## src/rtl/cpl_err_tracker.sv

```systemverilog
module cpl_err_tracker #(
  parameter int TAG_W       = 3,
  parameter int TIMEOUT_CYC = 12_500_000
) (
  input  logic                    clk,
  input  logic                    rst_n,
  input  logic [(1<<TAG_W)-1:0]   np_issue,
  input  logic [(1<<TAG_W)-1:0]   np_issue_corr,
  input  logic                    cpl_in_valid,
  input  logic [TAG_W-1:0]        cpl_in_tag,
  input  logic                    rej_valid,
  input  logic                    rej_posted,
  input  logic                    rej_unsup,
  input  logic [TAG_W-1:0]        rej_tag,
  output logic                    rej_ready,
  output logic                    stc_req,
  output logic [TAG_W-1:0]        stc_tag,
  output logic [2:0]              stc_status,
  input  logic                    stc_ack,
  output logic [6:0]              err_pulse
);
  localparam int NT = 1 << TAG_W;
  localparam int CW = $clog2(TIMEOUT_CYC + 1);
  localparam logic [CW-1:0] LIM = CW'(TIMEOUT_CYC - 1);

  logic [NT-1:0]    vld, corr, exp_q, exp_corr;
  logic [CW-1:0]    cnt [NT];
  logic             pend, pend_ur;
  logic [TAG_W-1:0] pend_tag, rep_idx;
  logic             rep_any, ack, acc;
  logic [6:0]       err_nxt;

  assign ack        = pend && stc_ack;
  assign acc        = rej_valid && !pend;
  assign rej_ready  = !pend;
  assign stc_req    = pend;
  assign stc_tag    = pend_tag;
  assign stc_status = pend_ur ? 3'b001 : 3'b100;
  assign rep_any    = |exp_q;

  always_comb begin
    rep_idx = '0;
    for (int i = NT - 1; i >= 0; i--)
      if (exp_q[i]) rep_idx = TAG_W'(i);
  end

  for (genvar g = 0; g < NT; g++) begin : g_ent
    logic hit, expire;
    assign hit    = cpl_in_valid && (cpl_in_tag == TAG_W'(g));
    assign expire = vld[g] && !hit && (cnt[g] == LIM);

    always_ff @(posedge clk) begin
      if (!rst_n) begin
        vld[g]      <= 1'b0;
        corr[g]     <= 1'b0;
        cnt[g]      <= '0;
        exp_q[g]    <= 1'b0;
        exp_corr[g] <= 1'b0;
      end else begin
        if (np_issue[g]) begin
          vld[g]  <= 1'b1;
          corr[g] <= np_issue_corr[g];
          cnt[g]  <= '0;
        end else if (vld[g]) begin
          if (hit || expire) vld[g] <= 1'b0;
          else               cnt[g] <= cnt[g] + 1'b1;
        end
        exp_q[g] <= expire | (exp_q[g] & ~(rep_any && rep_idx == TAG_W'(g)));
        if (expire) exp_corr[g] <= corr[g];
      end
    end
  end

  always_comb begin
    err_nxt    = '0;
    err_nxt[0] = rep_any && exp_corr[rep_idx];
    err_nxt[1] = rep_any && !exp_corr[rep_idx];
    err_nxt[2] = (ack && !pend_ur) || (acc && rej_posted && !rej_unsup);
    err_nxt[3] = cpl_in_valid && !vld[cpl_in_tag];
    err_nxt[4] = acc && rej_posted && rej_unsup;
    err_nxt[5] = ack && pend_ur;
  end

  always_ff @(posedge clk) begin
    if (!rst_n) begin
      err_pulse <= '0;
      pend      <= 1'b0;
      pend_ur   <= 1'b0;
      pend_tag  <= '0;
    end else begin
      err_pulse <= err_nxt;
      if (ack) begin
        pend <= 1'b0;
      end else if (acc && !rej_posted) begin
        pend     <= 1'b1;
        pend_ur  <= rej_unsup;
        pend_tag <= rej_tag;
      end
    end
  end
endmodule


```

## config.mk

```make
export PLATFORM = sky130hd
export DESIGN_NAME = cpl_err_tracker
export DESIGN_NICKNAME = d
export VERILOG_FILES = /design/src/rtl/cpl_err_tracker.sv
export SDC_FILE = /design/constraint.sdc
export NUM_CORES = 1
export LEC_CHECK = 0
export CORE_AREA = 2 2 167 185
export CTS_CLUSTER_SIZE = 25
export DETAILED_ROUTE_END_ITERATION = 10
export DIE_AREA = 0 0 169 187
export GPL_TIMING_DRIVEN = 0
export PLACE_DENSITY = 0.7
export SLEW_MARGIN = 20
export SYNTH_ARGS = -nofsm -noshare
export SYNTH_HDL_FRONTEND = slang
export SYNTH_SLANG_ARGS = --single-unit
export TNS_END_PERCENT = 100
```

## constraint.sdc

```tcl
create_clock -name clk -period 2.9 [get_ports clk]
set_clock_uncertainty 0.15 [all_clocks]
set_input_delay 0.725 -clock clk [delete_from_list [all_inputs] [get_ports clk]]
set_output_delay 0.725 -clock clk [all_outputs]
set_load 0.02 [all_outputs]
```

==> results.toml <==
[power_and_ir_drop]
switchingPower_uw = 1770
sw_frac_of_total_pct = 23.1
p_comb_share_pct = 5.8
p_int_uw = 5880
pwr-share-seq_pct = 52.4
worst_ir_drop_vdd_mv = 0.404
p_leak_uw = 0.00456
clkPwrFrac_pct = 41.8
power_density_nw_per_um2 = 532

[logic_synthesis]
synth_flop_cell = "edfxtp_1"
muxShareOfSynthArea_pct = 2.02
netlist_area_sq_um = 12600
synth-simple-area-share_pct = 24.6
syn_inst = 1258
synth_edf_count = 192
ys_async_sr_fraction_pct = 0
yosysSeqAreaShare_pct = 52.4
yosys.area_share.adder_pct = 0.792
synthXorXnorAreaFrac_pct = 6.65
synth_seq_cells = 235
synth_top_family_by_area = "simple AND/OR/NAND/NOR gates"
synth_area_per_cell_sq_um = 10.1
ys_warn_count = 0
synth_compound_area_share_pct = 10.4
synth.distinct_cells = 50

[timing]
slew_headroom_pct = 33.1
finalCritPeriodShare_pct = 95.4
hold_viol = 0
finalSetupViolCount = 0
worstMarginPinSlew_ns = 1.00
clock.fmax_ghz = 0.361
min_period_ns = 2.77
fin_hold_ws_ns = 0.307
slew_viol_final = 0

[die]
dieHeight_microns = 187
initial_core_util_pct = 42.1
dieWidth_microns = 169
coreArea_sq_um = 30000
fp-row-count = 67
die_area_sq_um = 31600
ioPinCount = 44

[clock_network]
root_buffer = "clkbuf_16"
cts_tree = "built"
worst_skew_pair.late_latency_ns = 0.53
clkTransAtPathRegs_ns = 0.06
cts_buffers = 26
cts.sinks = 235
h-tree-depth = 1
postCtsHoldBufs = 0
clock_path_buffers = 3

[min_path]
holdPathStages = 2
hold_end = "exp_corr[0]$_SDFFE_PN0P_"
worstHoldStart = "corr[0]$_SDFFE_PN0P_"
hold_path_class = "flip-flop to flip-flop"

[flow_run]
max-cap-violations = 0

[placement]
place_inst = 1676
hpwlAfterDp_mm = 18.2
portBuffers = 38
dpl_cell_area_sq_um = 13500
globalplace.congestion = 0.829

[route]
drt_wl_total_mm = 26.6
wl_per_cell_microns = 15.4
vias = 9761
viasPerCell = 5.66
dr.pass1.iters = 5
route.detailed.drc = 0
ant_nets = 0
drt_iter0_drc = 606

[grt]
grt_max_degree = 25
grt_pass1_wl_mm = 44.2
grt-ovfl-total = 0
grtUsageTotal_pct = 16.5
first_global_vias = 9293
antenna_found_initial = 1

[critical_path]
path_class = "flip-flop to flip-flop"
crit_path_end_kind = "flip-flop"
rrSetupSlack_ns = 0.13
critPathLaunchType = "flip-flop"
worstPathMaxFanout = 24
worstPathArrival_ns = 2.82
regToRegEndpoint = "cnt[1][72]$_SDFFCE_PN0P_"
worst_r2r_path_depth = 5
rr_startpoint = "cnt[1][77]$_SDFFCE_PN0P_"
worstPathRequired_ns = 2.95

[cells_and_area]
final_cell_mix = "192 x edfxtp_1, 147 x nor2_1, 93 x a21oi_1"
final_area_sq_um = 14400
fin_nets = 1363
fin_cells = 1724
final_common_cell = "edfxtp_1"
insertedDiodeCount = 0
n_fill_cell = 2715
area_growth_pct = 13.6
drive_gt1_share_pct = 5.06

[status]
status = "complete, no violations"
layer usage:
layer	vias to the layer above	global-route usage, %	wire, microns
met5	-	0	16
met4	2	3.81	456
met1	4725	21.6	12400
li1	4861	-	-
met2	136	29.0	12900
met3	37	2.09	854
area by class of cell:
class	instances	area, sq um	area share (%)
buffer	61	254	1.77
clock buffer	42	795	5.53
clock inverter	5	28.8	0.200
inverter	38	143	0.993
multi-input combinational	925	5650	39.4
sequential	235	6630	46.1
tap	379	474	3.30
timing repair buffer	39	388	2.70
stage by stage:
step           utilization [%]  power [uW]  setup TNS [ns]  setup slack [ns]
3_3_place_gp              45.0        4490          -98.28            -0.504
2_1_floorplan                -        4320               0             0.245
6_report                  47.8        7650               0             0.133
3_5_place_dp              45.0        4510         -110.76            -0.566
4_1_cts                   47.8        7700               0           0.00826
5_1_grt                   47.8        7930          -0.387           -0.0215
cell usage after synthesis, drive strengths merged, types with 4 or more instances:
cell / number / area, sq um
nor3: 12 / 60.1
nand3: 70 / 350
o31a: 4 / 35.0
and4: 30 / 264
nand2b: 6 / 37.5
ha: 8 / 100
nor4b: 10 / 87.6
o211ai: 8 / 70.1
dfxtp: 43 / 861
nand2: 88 / 330
xor2: 58 / 508
and2: 14 / 87.6
clkbuf: 48 / 180
inv: 38 / 143
nor4: 18 / 113
edfxtp: 192 / 5770
nor2: 147 / 552
buf: 13 / 73.8
o21a: 14 / 105
o21ai: 54 / 270
a21oi: 93 / 465
xnor2: 38 / 333
nand4: 62 / 403
or4: 42 / 319
and3: 21 / 131
or3: 45 / 287
mux2i: 21 / 210
o31ai: 39 / 293
critical path, stage by stage, from the launching register on:
cell      delay [ns]
edfxtp_1        0.35
clkbuf_1        0.21
or4b_1          0.49
or4_1           0.50
o21ai_0         0.42
nand2_4         0.30
worst max-delay path by stage:
stage	endpoint	depth (start not counted)	startpoint
after floorplan	cnt[1][48]$_SDFFCE_PN0P_	5	cnt[1][53]$_SDFFCE_PN0P_
after global placement	cnt[0][2]$_SDFFCE_PN0P_	6	cpl_in_tag[1]
after detailed placement	cnt[0][27]$_SDFFCE_PN0P_	6	cpl_in_tag[1]
after CTS	cnt[1][16]$_SDFFCE_PN0P_	6	cpl_in_tag[1]
after global routing	cnt[1][73]$_SDFFCE_PN0P_	5	cnt[1][77]$_SDFFCE_PN0P_
final	cnt[1][72]$_SDFFCE_PN0P_	5	cnt[1][77]$_SDFFCE_PN0P_
logic make-up (layout without fill, tap and decap cells):
kind of cell,after synthesis,in the layout
simple gates,576,576
buf+inv,99,185
xor+xnor,96,96
other cells,1,2
flops,235,235
compound gates,220,220
mux,23,23
fa+ha+maj,8,8
sequential cells by signal (all words and copies together) (netlist names):
name / cells
cnt: 192
corr: 8
exp_corr: 8
exp_q: 8
vld: 8
err_pulse: 6
stc_tag: 3
pend_ur: 1
stc_req: 1
timing repair:
action	4_1_cts	5_1_grt
hold endpoints to repair	0	0
pin swaps	0	1
setup buffers	0	1
resized for setup	5	5
endpoints found under the setup margin	97	116
power groups by stage:
| stage | logic, uW | registers [uW] | clock network (uW) |
|---|---|---|---|
| after floorplan | 293 | 4030 | 0 |
| after global placement | 426 | 4070 | 0 |
| after detailed placement | 434 | 4070 | 0 |
| after CTS | 439 | 4000 | 3260 |
| after global routing | 492 | 4040 | 3400 |
| final | 440 | 4010 | 3200 |
Power figures use the tool's default switching activity.
